### src/rtl/acl_reg_pkg.sv
// Package: shared widths, tag bit positions, command and frame types for
// the codec register access controller.
package acl_reg_pkg;
    localparam int DATA_W  = 16;
    localparam int SLOT_W  = 20;
    localparam int IDX_W   = 7;
    localparam int TAG_W   = 16;
    localparam int DV_W    = 10;
    localparam int CID_W   = 2;
    localparam int HADDR_W = CID_W + IDX_W;
    localparam int NCODEC  = 3;
    localparam int PAD1_W  = SLOT_W - IDX_W - 1;
    localparam int PAD2_W  = SLOT_W - DATA_W;

    localparam int TAG_FRAME = 15;
    localparam int TAG_CADDR = 14;
    localparam int TAG_CDATA = 13;
    localparam int TAG_DV_LO = 3;
    localparam int TAG_S12   = 3;

    localparam logic [IDX_W-1:0] STATUS_IDX = 7'h54;

    typedef enum logic [1:0] {SEQ_IDLE, SEQ_PEND, SEQ_WAIT} seq_state_e;

    typedef struct packed {
        logic              wr;
        logic [CID_W-1:0]  cid;
        logic [IDX_W-1:0]  idx;
        logic [DATA_W-1:0] data;
    } acl_cmd_t;

    typedef struct packed {
        logic [TAG_W-1:0]  tag;
        logic [SLOT_W-1:0] s1;
        logic [SLOT_W-1:0] s2;
    } acl_frame_t;
endpackage

### src/rtl/acl_host_decode.sv
// Module: acl_host_decode
// Splits a host request into codec select and register index and classifies
// it as a local status read, a link access, or an ignored request.
// Assumes: codec select value NCODEC and above is not populated.
module acl_host_decode
    import acl_reg_pkg::*;
(
    input  logic               req,
    input  logic               wr,
    input  logic [HADDR_W-1:0] addr,
    output logic [CID_W-1:0]   cid,
    output logic [IDX_W-1:0]   idx,
    output logic               shadow_rd,
    output logic               link_acc
);
    logic addr_ok;

    // Classify the request from its address and direction.
    always_comb begin
        cid       = addr[HADDR_W-1:IDX_W];
        idx       = addr[IDX_W-1:0];
        addr_ok   = int'(cid) < NCODEC;
        shadow_rd = req && addr_ok && !wr && (idx == STATUS_IDX);
        link_acc  = req && addr_ok && !shadow_rd;
    end
endmodule

### src/rtl/acl_tag_builder.sv
// Module: acl_tag_builder
// Forms the outgoing tag and the two command slots for one frame, either
// from the pending command or as a frame without a command.
// Assumes: codec ID 0 is the primary codec, which uses tag bits 14:13.
module acl_tag_builder
    import acl_reg_pkg::*;
(
    input  logic            cmd_valid,
    input  acl_cmd_t        cmd,
    input  logic [DV_W-1:0] dv,
    output acl_frame_t      frame
);
    // Assemble tag and command slots.
    always_comb begin
        frame = '0;
        frame.tag[TAG_FRAME] = 1'b1;
        frame.tag[TAG_DV_LO +: DV_W] = dv;
        if (cmd_valid) begin
            if (cmd.cid == '0) begin
                frame.tag[TAG_CADDR] = 1'b1;
                frame.tag[TAG_CDATA] = cmd.wr;
            end else begin
                frame.tag[CID_W-1:0] = cmd.cid;
            end
            frame.s1 = {~cmd.wr, cmd.idx, {PAD1_W{1'b0}}};
            if (cmd.wr) begin
                frame.s2 = {cmd.data, {PAD2_W{1'b0}}};
            end
        end
    end
endmodule

### src/rtl/acl_slot12_shadow.sv
// Module: acl_slot12_shadow
// Holds one copy of the incoming status slot per codec. A host write beats
// a link update to the same codec on the same edge.
// Assumes: codec IDs at or above NCODEC address no entry.
module acl_slot12_shadow
    import acl_reg_pkg::*;
(
    input  logic              clk,
    input  logic              rst_n,
    input  logic              host_we,
    input  logic [CID_W-1:0]  host_cid,
    input  logic [DATA_W-1:0] host_wdata,
    input  logic              link_we,
    input  logic [CID_W-1:0]  link_cid,
    input  logic [DATA_W-1:0] link_data,
    input  logic [CID_W-1:0]  rd_cid,
    output logic [DATA_W-1:0] rd_data
);
    logic [DATA_W-1:0] copy_q [NCODEC];

    for (genvar g = 0; g < NCODEC; g++) begin : g_entry
        // Update one codec's copy, host first.
        always_ff @(posedge clk) begin
            if (!rst_n) begin
                copy_q[g] <= '0;
            end else if (host_we && host_cid == CID_W'(g)) begin
                copy_q[g] <= host_wdata;
            end else if (link_we && link_cid == CID_W'(g)) begin
                copy_q[g] <= link_data;
            end
        end
    end

    // Select the copy addressed by the read port.
    always_comb begin
        rd_data = '0;
        for (int i = 0; i < NCODEC; i++) begin
            if (rd_cid == CID_W'(i)) rd_data = copy_q[i];
        end
    end
endmodule

### src/rtl/acl_cmd_seq.sv
// Module: acl_cmd_seq
// Holds the single in-flight command: waits for a frame to carry it, then
// for a read waits for the matching echo or a frame-count timeout.
// Assumes: the caller only asserts acc while busy is low.
module acl_cmd_seq
    import acl_reg_pkg::*;
#(
    parameter int TMO_W = 8
) (
    input  logic              clk,
    input  logic              rst_n,
    input  logic              acc,
    input  acl_cmd_t          acc_cmd,
    input  logic              frame_load,
    input  logic              in_valid,
    input  logic              in_cdata_ok,
    input  logic [IDX_W-1:0]  in_echo_idx,
    input  logic [TMO_W-1:0]  tmo_limit,
    output logic              busy,
    output logic              send_valid,
    output acl_cmd_t          cmd,
    output logic              rsp_hit,
    output logic              tmo_err
);
    seq_state_e       state_q;
    logic [TMO_W-1:0] cnt_q;
    logic [TMO_W-1:0] cnt_next;
    logic [TMO_W-1:0] limit_eff;
    logic             tmo_hit;

    // Derive status, response match and timeout decision.
    always_comb begin
        busy       = state_q != SEQ_IDLE;
        send_valid = state_q == SEQ_PEND;
        rsp_hit    = (state_q == SEQ_WAIT) && in_valid && in_cdata_ok
                     && (in_echo_idx == cmd.idx);
        cnt_next   = cnt_q + 1'b1;
        limit_eff  = (tmo_limit == '0) ? TMO_W'(1) : tmo_limit;
        tmo_hit    = (state_q == SEQ_WAIT) && frame_load && !rsp_hit
                     && (cnt_next >= limit_eff);
    end

    // Advance the access state.
    always_ff @(posedge clk) begin
        if (!rst_n) begin
            state_q <= SEQ_IDLE;
        end else begin
            unique case (state_q)
                SEQ_IDLE: if (acc) state_q <= SEQ_PEND;
                SEQ_PEND: if (frame_load) state_q <= cmd.wr ? SEQ_IDLE : SEQ_WAIT;
                SEQ_WAIT: if (rsp_hit || tmo_hit) state_q <= SEQ_IDLE;
                default:  state_q <= SEQ_IDLE;
            endcase
        end
    end

    // Capture the accepted command.
    always_ff @(posedge clk) begin
        if (!rst_n) begin
            cmd <= '0;
        end else if (state_q == SEQ_IDLE && acc) begin
            cmd <= acc_cmd;
        end
    end

    // Count frames while a read waits for its echo.
    always_ff @(posedge clk) begin
        if (!rst_n) begin
            cnt_q <= '0;
        end else if (state_q == SEQ_PEND) begin
            cnt_q <= '0;
        end else if (state_q == SEQ_WAIT && frame_load && !rsp_hit) begin
            cnt_q <= cnt_next;
        end
    end

    // Raise the error on timeout, drop it on the next acceptance.
    always_ff @(posedge clk) begin
        if (!rst_n) begin
            tmo_err <= 1'b0;
        end else if (state_q == SEQ_IDLE && acc) begin
            tmo_err <= 1'b0;
        end else if (tmo_hit) begin
            tmo_err <= 1'b1;
        end
    end
endmodule

### src/rtl/acl_reg_access.sv
// Module: acl_reg_access (top)
// Codec register access controller: host port to per-frame command slots,
// one access in flight with a polled semaphore, posted writes, and local
// status-slot copies for immediate status reads.
// Assumes: frame_load and in_valid are single-cycle pulses from the frame
// engine; the output words are taken by the engine after frame_load.
module acl_reg_access
    import acl_reg_pkg::*;
#(
    parameter int TMO_W = 8
) (
    input  logic                 clk,
    input  logic                 rst_n,
    input  logic                 host_req,
    input  logic                 host_wr,
    input  logic [HADDR_W-1:0]   host_addr,
    input  logic [DATA_W-1:0]    host_wdata,
    output logic [DATA_W-1:0]    host_rdata,
    output logic                 host_rvalid,
    output logic                 busy,
    output logic                 timeout_err,
    input  logic [TMO_W-1:0]     tmo_limit,
    input  logic                 frame_load,
    input  logic [DV_W-1:0]      data_slot_valid,
    output logic [TAG_W-1:0]     out_tag,
    output logic [SLOT_W-1:0]    out_slot1,
    output logic [SLOT_W-1:0]    out_slot2,
    input  logic                 in_valid,
    input  logic [TAG_W-1:0]     in_tag,
    input  logic [SLOT_W-1:0]    in_slot1,
    input  logic [SLOT_W-1:0]    in_slot2,
    input  logic [SLOT_W-1:0]    in_slot12
);
    logic [CID_W-1:0]  req_cid;
    logic [IDX_W-1:0]  req_idx;
    logic              shadow_rd;
    logic              link_acc;
    logic              accept;
    logic              send_valid;
    acl_cmd_t          cur_cmd;
    acl_cmd_t          new_cmd;
    logic              rsp_hit;
    acl_frame_t        next_frame;
    logic [DATA_W-1:0] shadow_data;
    logic              shadow_we;
    logic              link_we;
    logic              unused_bits;

    assign unused_bits = ^{in_tag[TAG_W-1:TAG_CDATA+1], in_tag[TAG_CDATA-1:TAG_S12+1],
                           in_tag[TAG_S12-1:CID_W], in_slot1[SLOT_W-1],
                           in_slot1[PAD1_W-1:0], in_slot2[PAD2_W-1:0],
                           in_slot12[PAD2_W-1:0]};

    acl_host_decode u_dec (
        .req       (host_req),
        .wr        (host_wr),
        .addr      (host_addr),
        .cid       (req_cid),
        .idx       (req_idx),
        .shadow_rd (shadow_rd),
        .link_acc  (link_acc)
    );

    // Form the command offered to the sequencer and the shadow write strobes.
    always_comb begin
        accept    = link_acc && !busy;
        new_cmd   = '{wr: host_wr, cid: req_cid, idx: req_idx, data: host_wdata};
        shadow_we = accept && host_wr && (req_idx == STATUS_IDX);
        link_we   = in_valid && in_tag[TAG_S12];
    end

    acl_cmd_seq #(.TMO_W(TMO_W)) u_seq (
        .clk         (clk),
        .rst_n       (rst_n),
        .acc         (accept),
        .acc_cmd     (new_cmd),
        .frame_load  (frame_load),
        .in_valid    (in_valid),
        .in_cdata_ok (in_tag[TAG_CDATA]),
        .in_echo_idx (in_slot1[SLOT_W-2 -: IDX_W]),
        .tmo_limit   (tmo_limit),
        .busy        (busy),
        .send_valid  (send_valid),
        .cmd         (cur_cmd),
        .rsp_hit     (rsp_hit),
        .tmo_err     (timeout_err)
    );

    acl_tag_builder u_tag (
        .cmd_valid (send_valid),
        .cmd       (cur_cmd),
        .dv        (data_slot_valid),
        .frame     (next_frame)
    );

    acl_slot12_shadow u_shadow (
        .clk        (clk),
        .rst_n      (rst_n),
        .host_we    (shadow_we),
        .host_cid   (req_cid),
        .host_wdata (host_wdata),
        .link_we    (link_we),
        .link_cid   (in_tag[CID_W-1:0]),
        .link_data  (in_slot12[SLOT_W-1 -: DATA_W]),
        .rd_cid     (req_cid),
        .rd_data    (shadow_data)
    );

    // Load the outgoing frame words at each frame boundary.
    always_ff @(posedge clk) begin
        if (!rst_n) begin
            out_tag   <= '0;
            out_slot1 <= '0;
            out_slot2 <= '0;
        end else if (frame_load) begin
            out_tag   <= next_frame.tag;
            out_slot1 <= next_frame.s1;
            out_slot2 <= next_frame.s2;
        end
    end

    // Return read data: link response first, else the status copy.
    always_ff @(posedge clk) begin
        if (!rst_n) begin
            host_rvalid <= 1'b0;
            host_rdata  <= '0;
        end else begin
            host_rvalid <= rsp_hit || shadow_rd;
            if (rsp_hit) begin
                host_rdata <= in_slot2[SLOT_W-1 -: DATA_W];
            end else if (shadow_rd) begin
                host_rdata <= shadow_data;
            end
        end
    end
endmodule

### config.mk
export PLATFORM = sky130hd
export DESIGN_NAME = acl_reg_access
export DESIGN_NICKNAME = d
export VERILOG_FILES = /design/src/rtl/acl_reg_pkg.sv /design/src/rtl/acl_host_decode.sv /design/src/rtl/acl_tag_builder.sv /design/src/rtl/acl_slot12_shadow.sv /design/src/rtl/acl_cmd_seq.sv /design/src/rtl/acl_reg_access.sv
export SDC_FILE = /design/constraint.sdc
export NUM_CORES = 1
export LEC_CHECK = 0
export ABC_CLOCK_PERIOD_IN_PS = 3600
export BUFFER_PORTS_ARGS = -buffer_cell sky130_fd_sc_hd__buf_4
export CORE_MARGIN = 2
export CORE_UTILIZATION = 52
export DETAILED_ROUTE_END_ITERATION = 10
export HOLD_SLACK_MARGIN = 0.05
export PLACE_DENSITY_LB_ADDON = 0.15
export SLEW_MARGIN = 15
export SYNTH_ARGS = -nofsm -noshare
export SYNTH_HDL_FRONTEND = slang
export SYNTH_SLANG_ARGS = --single-unit
### constraint.sdc
create_clock -name clk -period 3.6 [get_ports clk]
set_clock_uncertainty 0.2 [all_clocks]
set_input_delay 0.36 -clock clk [delete_from_list [all_inputs] [get_ports clk]]
set_output_delay 0.36 -clock clk [all_outputs]
set_load 0.02 [all_outputs]
==> impl_metrics.yaml, run 1 <==
status:
  status: "finished, final reports clean"
job:
  drv_cap: 0
final_layout:
  finish.utilization_pct: 69.2
  final_cells: 1097
  n_fill_cell: 1043
  area_delta_synth_final_pct: 30.6
  diodes: 0
  final_cell_area_um2: 9090
  drive_gt1_share_pct: 24.5
  nets: 1042
yosys:
  yosysUniqueCellTypes: 58
  synth_edf_count: 48
  ys_ff_latch: 141
  synth_common_cells: "nand2_1, dfxtp_1, nand3_1"
  ys_warn_count: 0
  synth.area.top_cells: "dfxtp_1, edfxtp_1, nand2_1"
  synth_area_um2: 6970
  postSynth.asyncResetShare_pct: 0
  synth_ff_type: "dfxtp_1"
  synth_cells: 736
  syn_avg_cell_area_um2: 9.46
  yosysSeqAreaShare_pct: 47.4
  synth_top_area_share_pct: 26.7
  yosys.area.top_type: "dfxtp_1"
  yosysMostFrequentCell: "nand2_1"
route:
  route.detailed.wl_per_inst_um: 16.5
  antenna_left: 0
  first_pass_iters: 5
  drt-initial-drc-count: 465
  num_vias: 5990
  via_per_inst: 5.46
  drt_wl_total_mm: 18.1
  drcViolationCount: 0
clocking:
  clk_path_buf_depth: 2
  htreeDepth: 4
  path_clk_slew_ps: 60
  post_cts_resized: 0
  cts_tree: "yes"
  clock-sinks: 141
  cts_root_buf: "clkbuf_16"
  cts_made_buffers: 17
  clk_latency_ps: 420
power_and_ir_drop:
  p_leak_nw: 3.65
  vdd_drop_max_uv: 309
  p_per_area_nw_per_um2: 425
worst_setup_path:
  endpoint_kind: "register"
  crit_arrival_ps: 2890
  critical_path_buf_inv_count: 2
  path_max_fanout: 17
  worst-r2r-setup-slack_ps: 780
  crit_slowest_cell: "nand3b_1"
  crit_family: "simple AND/OR/NAND/NOR gates"
  worstPathRequired_ps: 3450
  critPathKind: "in -> reg"
  max_stage_delay_ps: 690
  crit_chain: "dlygate4sd3_1, buf_4, nor3b_2, nand2_2, or3b_1, nand3b_1"
  cp-start-kind: "primary input"
sta:
  fin_crit_sh_pct: 84.6
  slew_violations: 0
  clock.fmax_mhz: 329
  min_period_ps: 3040
  rsz0062_at_grt: "false"
  setup_viol: 0
  finalSetupTns_ps: 0
  worst_hold_slack_ps: 67.9
  worst_pin_slew_ps: 957
  hold_viol: 0
  relSlewSlack_pct: 36.0
grt:
  grt_pass1_wl_mm: 28.5
  grt_pass1_vias: 5776
  grtUsageMet2_pct: 40.5
  grt_usage_pct: 25.3
  grt_most_used_layer: "met2"
  grt_util_met1_pct: 33.8
  grt_max_degree: 69
  antenna_found_initial: 0
  overflow: 0
  use_met3_pct: 5.47
hold_path:
  hp-class: "in -> reg"
floorplanning:
  io_pins: 200
  die_h_um: 120
  die_area_um2: 14300
  core_um2: 13100
  row_count: 42
  dieWidth_um: 120
  start_util_pct: 53.0
place:
  port_buffers: 149
  dp_cells: 1015
  dp_hpwl_mm: 12.1
  dpl_cell_area_um2: 8010
  routabilityCongestion: 0.828
## worst paths after layout
path              depth (start not counted)                         from                          endpoint
setup / recovery                          6                 host_addr[0]   u_shadow.copy_q[1][9]$_DFFE_PP_
hold / removal                            3                in_slot12[14]  u_shadow.copy_q[0][10]$_DFFE_PP_
setup reg to reg                         10  u_seq.cnt_q[2]$_SDFFE_PP0P_     u_seq.state_q[1]$_SDFFE_PN0P_
hold reg to reg                           2    u_seq.cmd[5]$_SDFFE_PN0P_         u_seq.cmd[5]$_SDFFE_PN0P_
## layout make-up
class / count / area [um^2] / share of cell area [%]
Clock inverter: 14 / 151 / 1.66
Sequential cell: 141 / 3300 / 36.3
Clock buffer: 18 / 429 / 4.72
Inverter: 12 / 45.0 / 0.495
Tap cell: 176 / 220 / 2.42
Multi-Input combinational cell: 527 / 3250 / 35.7
Timing Repair Buffer: 209 / 1690 / 18.6
## routing by layer
metal  up-vias  part of all wire [%]  routed length, um
met1      2809                    44               7910
met5         -                     0                  0
met3        25                   8.0               1450
met2       258                    47               8490
met4         0                   1.6                294
li1       2898                     -                  -
## worst reg2reg max path, stage by stage, from the launching register on
cell and delay, ps:
dfxtp_1 400, and3_1 270, nand3_1 160, nor2_1 250, xor2_1 190, ha_1 270, a21oi_1 170, o21a_1 130
o31ai_1 90, a2111oi_0 490, o21a_1 160
## repair_timing
action,in CTS,in global routing
hold endpoints to repair,50,0
endpoints found under the setup margin,0,0
hold buffers,50,0
buffers inserted,0,0
## metrics by stage
stage	power, mW	worst slack [ps]
2_1_floorplan	1.97	558
3_3_place_gp	2.10	687
3_5_place_dp	2.12	641
4_1_cts	3.88	556
5_1_grt	3.99	427
6_report	3.87	556
## registers in the layout, summed over array words and instances, names as in the netlist
register / count
u_shadow.copy_q: 48
out_slot1: 8
u_seq.tmo_err: 1
u_seq.state_q: 2
out_tag: 15
out_slot2: 16
u_seq.cnt_q: 8
host_rdata: 16
host_rvalid: 1
u_seq.cmd: 26
## layout by cell type (no fill, tap or decap), drive strengths merged, types with 2 or more instances in the layout
master and n:
a22oi 26, a21boi 43, a211oi 2, o211ai 16
xor2 11, and3 5, and2 2, clkbuf 18
bufinv 3, nor4 5, nor2b 39, nand2b 2
edfxtp 48, nand3 55, dfxtp 93, clkinvlp 3
clkinv 8, a2111oi 2, inv 12, buf 159
xnor2 5, nor3b 3, ha 9, a21oi 10
o21ai 65, a31o 5, nand2 139, nor2 16
conb 17, o21a 5, nand3b 2, mux2i 29
dlygate4sd3 50
## cell families after synthesis
| logic type | share of synthesized area (%) |
|---|---|
| buffers and inverters | 6.88 |
| xor gates and xnor gates | 2.01 |
| DFF | 47.4 |
| and+or+nand+nor | 20.0 |
| adders and majority gates | 1.62 |
| other | 0.0538 |
| AOI/OAI and AO/OA | 17.8 |
| muxes | 4.17 |
## report_power, final
part | switching (mW) | internal [mW] | total (mW)
combinational | 0.220 | 0.186 | 0.407
sequential | 0.0271 | 1.70 | 1.72
clock | 0.663 | 1.07 | 1.74
total | 0.911 | 2.96 | 3.87
(Power assumes the default switching activity.)
==> run 2, diff against run 1 <==
--- a/config.mk
+++ b/config.mk
@@ -5,10 +5,10 @@
 export SDC_FILE = /design/constraint.sdc
 export NUM_CORES = 1
 export LEC_CHECK = 0
-export ABC_CLOCK_PERIOD_IN_PS = 3600
+export ABC_CLOCK_PERIOD_IN_PS = 2800
 export BUFFER_PORTS_ARGS = -buffer_cell sky130_fd_sc_hd__buf_4
 export CORE_MARGIN = 2
-export CORE_UTILIZATION = 52
+export CORE_UTILIZATION = 47
 export DETAILED_ROUTE_END_ITERATION = 10
 export HOLD_SLACK_MARGIN = 0.05
 export PLACE_DENSITY_LB_ADDON = 0.15
==> constraint.sdc (replaced) <==
create_clock -name clk -period 2.8 [get_ports clk]
set_clock_uncertainty 0.2 [all_clocks]
set_input_delay 0.28 -clock clk [delete_from_list [all_inputs] [get_ports clk]]
set_output_delay 0.28 -clock clk [all_outputs]
set_load 0.02 [all_outputs]
==> run 2 against run 1 <==
Net effect:
- combinational power rose by 36%
- final area increased by 2.0%
- critical endpoint is now u_seq.state_q[1]$_SDFFE_PN0P_
- register-to-register slack worse by 620 ps
- critical path depth increased by 3
- highest routed layer unchanged
- largest power group is now sequential cells
- clock power up 15%
==> impl_metrics.yaml, run 2 (synthesized netlist as in run 1, its figures left out) <==
clocking:
  cts_made_buffers: 17
  cts_setup_buffers: 0
  htreeDepth: 4
  cts_tree: "yes"
  clock-sinks: 141
  cts_root_buf: "clkbuf_16"
  clk_path_buf_depth: 2
  path_clk_slew_ps: 60
  clk_latency_ps: 420
floorplanning:
  die_area_um2: 15800
  core_um2: 14500
  row_count: 44
  dieWidth_um: 126
  start_util_pct: 48.1
  io_pins: 200
  die_h_um: 126
worst_setup_path:
  max_stage_delay_ps: 400
  cp-start-kind: "register"
  critPathKind: "reg -> reg"
  crit_chain: "ha_1, and3_1, nand3_1, xnor2_1, ha_1, nand4_1, o31ai_1, a2111oi_1, o21a_1"
  path_max_fanout: 4
  crit_slowest_cell: "o31ai_1"
  crit_top_cell: "ha_1"
  crit_family: "compound AO/OA/AOI/OAI gates"
  worstPathRequired_ps: 2920
  crit_arrival_ps: 2760
  critical_path_buf_inv_count: 0
  endpoint_kind: "register"
power_and_ir_drop:
  p_comb_share_pct: 11.6
  p_per_area_nw_per_um2: 514
  p_switching_mw: 1.13
  intPower_mw: 3.63
  vdd_drop_max_uv: 366
  swShare_pct: 23.7
  clock_power_share_pct: 41.9
  p_leak_nw: 3.74
  power_frac_seq_pct: 46.5
final_layout:
  final_common_cell: "buf_4"
  area_delta_synth_final_pct: 33.2
  layout_common_cells: "buf_4, nand2_1, dfxtp_1, dlygate4sd3_1, nand3_1"
  top_register: "u_shadow.copy_q"
  final_cells: 1124
  drive_gt1_share_pct: 25.0
  largest_reg_flops: 48
  nets: 1062
  diodes: 0
  top_regs: "u_shadow.copy_q (48), u_seq.cmd (26)"
route:
  route.detailed.wl_per_inst_um: 16.6
  drt-initial-drc-count: 441
  drt_wl_total_mm: 18.7
  antenna_left: 0
  via_per_inst: 5.27
  num_vias: 5922
  drcViolationCount: 0
  first_pass_iters: 6
status:
  status: "finished, final reports clean"
hold_path:
  hp-class: "in -> reg"
sta:
  hold_viol: 0
  min_period_ps: 2640
  clock.fmax_mhz: 379
  setup_viol: 0
  finalSetupTns_ps: 0
  slew_violations: 0
  worst_pin_slew_ps: 1000
  relSlewSlack_pct: 33.1
  fin_crit_sh_pct: 94.3
grt:
  grt_pass1_vias: 5821
  grt_pass1_wl_mm: 30.0
  grt_max_degree: 85
  antenna_found_initial: 0
  overflow: 0
  grt_usage_pct: 23.8
place:
  dp_cells: 1026
  port_buffers: 149
  dp_hpwl_mm: 12.6
  routabilityCongestion: 0.823
job:
  drv_cap: 0
[run 2: metrics by stage]
stage	worst slack (ps)	hold slack (ps)	utilization (%)	cell area (um^2)	total power, mW
3_5_place_dp	9.09	250	55.7	8070	2.73
5_1_grt	-8.74	114	64.1	9280	4.94
3_3_place_gp	101	240	55.7	8070	2.72
4_1_cts	21.1	88.8	64.0	9270	4.80
2_1_floorplan	346	189	-	7030	2.54
6_report	159	90.2	64.1	9280	4.76
[run 2: what timing repair did]
item                       CTS  global route
pin swaps                    0             2
setup endpoints to repair    1             1
hold buffers                67             0
resized for setup            1             5
hold endpoints to repair    83             0
[run 2: area by class of cell]
type                    count  area [um^2]
clock buffers              23          482
well taps                 184          230
fillers                  1173         5200
multi-input cells         527         3270
repair buffers            229         1900
flip-flops and latches    141         3310
inverters                  12         45.0
clock inverters             8         43.8
[run 2: worst reg2reg max path, cell delays in order (launching register included)]
cell	delay, ps
dfxtp_1	360
ha_1	250
and3_1	270
nand3_1	160
xnor2_1	160
ha_1	300
nand4_1	90
o31ai_1	400
a2111oi_1	150
o21a_1	190
[run 2: power by group through the flow]
stage               clock (mW)  combinational [mW]  sequential (mW)
floorplan                    0               0.272             2.27
global placement             0               0.459             2.26
detailed placement           0               0.472             2.26
CTS                       2.03               0.550             2.22
global route              2.12               0.598             2.22
finish                    2.00               0.552             2.22
[run 2: per-layer routing]
metal | part of all wire, % | global-route usage, % | vias to the layer above | wire, um
met5 | 0 | 0 | - | 0
met4 | 2.5 | 8.92 | 0 | 461
met3 | 6.2 | 5.73 | 33 | 1150
met2 | 46 | 38.0 | 202 | 8600
met1 | 45 | 31.4 | 2749 | 8470
li1 | - | - | 2938 | -
[run 2: path summary, 6_finish.rpt]
check                           cells after the start                   startpoint                       endpoint  slack [ps]
worst max register to register                      9  u_seq.cnt_q[1]$_SDFFE_PP0P_  u_seq.state_q[1]$_SDFFE_PN0P_         160
worst max-delay path                                9  u_seq.cnt_q[1]$_SDFFE_PP0P_  u_seq.state_q[1]$_SDFFE_PN0P_         160
worst min-delay path                                3                 host_addr[8]     u_seq.cmd[24]$_SDFFE_PN0P_          90
worst min register to register                      1     out_tag[15]$_SDFFE_PN0P_       out_tag[15]$_SDFFE_PN0P_         260
==> run 3, diff against run 2 <==
--- a/config.mk
+++ b/config.mk
@@ -8,10 +8,9 @@
 export ABC_CLOCK_PERIOD_IN_PS = 2800
 export BUFFER_PORTS_ARGS = -buffer_cell sky130_fd_sc_hd__buf_4
 export CORE_MARGIN = 2
-export CORE_UTILIZATION = 47
+export CORE_UTILIZATION = 25
 export DETAILED_ROUTE_END_ITERATION = 10
 export HOLD_SLACK_MARGIN = 0.05
-export PLACE_DENSITY_LB_ADDON = 0.15
 export SLEW_MARGIN = 15
 export SYNTH_ARGS = -nofsm -noshare
 export SYNTH_HDL_FRONTEND = slang
==> run 3 against run 2 <==
Net effect:
- final area up 4.4%
- final cell count up 18%
- clock-buffer cell count down 6
- first-iteration DRC count down 8.8%
- routed wire length up 9.4%
- sequential power about the same
- clock power up 26%
- critical path depth up 1
- die area up 85%
- critical path type unchanged
==> impl_metrics.yaml, run 3 (synthesized netlist as in run 1, its figures left out) <==
route:
  first_pass_iters: 6
  drt-initial-drc-count: 402
  antenna_left: 0
  route.detailed.wl_per_inst_um: 15.4
  num_vias: 5954
  via_per_inst: 4.49
  drcViolationCount: 0
  drt_wl_total_mm: 20.4
sta:
  min_period_ps: 2620
  clock.fmax_mhz: 381
  fin_crit_sh_pct: 93.6
  worst_pin_slew_ps: 963
  relSlewSlack_pct: 35.6
  rsz0062_at_grt: "false"
  hold_viol: 0
  slew_violations: 0
  setup_viol: 0
  finalSetupTns_ps: 0
clocking:
  htreeDepth: 4
  clk_path_buf_depth: 2
  cts_root_buf: "clkbuf_16"
  cts_tree: "yes"
  clk_latency_ps: 420
  clock-sinks: 141
  path_clk_slew_ps: 60
  cts_made_buffers: 17
  cts_setup_buffers: 0
grt:
  grt_pass1_vias: 5591
  antenna_found_initial: 1
  grt_max_degree: 129
  grt_pass1_wl_mm: 31.2
  overflow: 0
  grt_usage_pct: 13.9
final_layout:
  nets: 1068
  top_register: "u_shadow.copy_q"
  finish.utilization_pct: 35.0
  layout_common_cells: "buf_4, nand2_1, dfxtp_1, dlygate4sd3_1, nand3_1"
  largest_reg_flops: 48
  area_delta_synth_final_pct: 39.0
  n_fill_cell: 2819
  top_regs: "u_shadow.copy_q (48), u_seq.cmd (26)"
  drive_gt1_share_pct: 25.4
  final_common_cell: "buf_4"
status:
  status: "finished, final reports clean"
place:
  port_buffers: 149
  dp_hpwl_mm: 13.7
  routabilityCongestion: 0.785
power_and_ir_drop:
  p_leak_nw: 3.80
  p_switching_mw: 1.26
  swShare_pct: 23.9
  power_frac_seq_pct: 41.9
  p_comb_share_pct: 10.6
  clock_power_share_pct: 47.5
  p_per_area_nw_per_um2: 546
  vdd_drop_max_uv: 274
  intPower_mw: 4.02
worst_setup_path:
  worstPathRequired_ps: 2970
  endpoint_kind: "register"
  path_max_fanout: 4
  crit_arrival_ps: 2790
  critPathKind: "reg -> reg"
  cp-start-kind: "register"
floorplanning:
  io_pins: 200
  die_h_um: 171
  dieWidth_um: 171
  core_um2: 27600
  die_area_um2: 29200
  start_util_pct: 25.2
  row_count: 61
hold_path:
  hp-class: "in -> reg"
job:
  drv_cap: 0
[run 3: final timing paths]
path              slack (ps)                   startpoint  depth (start not counted)                             to
setup reg to reg         180  u_seq.cnt_q[0]$_SDFFE_PP0P_                         10  u_seq.state_q[1]$_SDFFE_PN0P_
hold / removal            80                 host_addr[7]                          3     u_seq.cmd[23]$_SDFFE_PN0P_
setup / recovery         180  u_seq.cnt_q[0]$_SDFFE_PP0P_                         10  u_seq.state_q[1]$_SDFFE_PN0P_
hold reg to reg          260    u_seq.cmd[4]$_SDFFE_PN0P_                          2      u_seq.cmd[4]$_SDFFE_PN0P_
[run 3: timing repair]
action | in CTS | in global routing
endpoints found under the hold margin | 83 | 0
endpoints found under the setup margin | 0 | 1
resized for setup | 0 | 3
hold buffers | 67 | 0
[run 3: critical path, cell delays in order, from the launching register on]
cell	delay (ps)
dfxtp_1	390
ha_1	240
and3_1	250
nand3_1	130
xnor2_1	240
ha_1	290
nand2_1	70
o21a_1	130
o31ai_2	80
a2111oi_1	380
o21a_1	150
[run 3: final cells by class]
cell class,count,area (um^2),share of cell area (%)
antenna,1,2.50,0.0258
clock buffer,17,425,4.39
clock inverter,15,218,2.25
inverter,12,45.0,0.465
multi-input combinational,527,3270,33.8
sequential,141,3300,34.1
tap,378,473,4.89
timing repair buffer,235,1940,20.1
[run 3: through the flow]
step           power [mW]  worst slack [ps]  hold slack, ps  instances  area, um^2
6_report             5.28               178            77.0       1326        9680
5_1_grt              5.49              26.7            89.2       1326        9680
4_1_cts              5.34               127            66.3       1325        9670
3_3_place_gp         2.73               106             239       1226        8360
2_1_floorplan        2.54               346             189        752        7030
3_5_place_dp         2.74              49.9             247       1226        8360
[run 3: power by group through the flow]
stage	logic [mW]	clock network (mW)	registers, mW
floorplan	0.272	0	2.27
detailed placement	0.483	0	2.26
global route	0.612	2.66	2.22
CTS	0.563	2.57	2.21
finish	0.561	2.51	2.21
global placement	0.477	0	2.26
[run 3: routing by layer]
layer / up-vias / track usage (%) / wire, um
met1: 2796 / 18.9 / 9400
met5: - / 0 / 0
met3: 30 / 2.57 / 884
li1: 2954 / - / -
met4: 0 / 5.45 / 416
met2: 174 / 22.0 / 9730
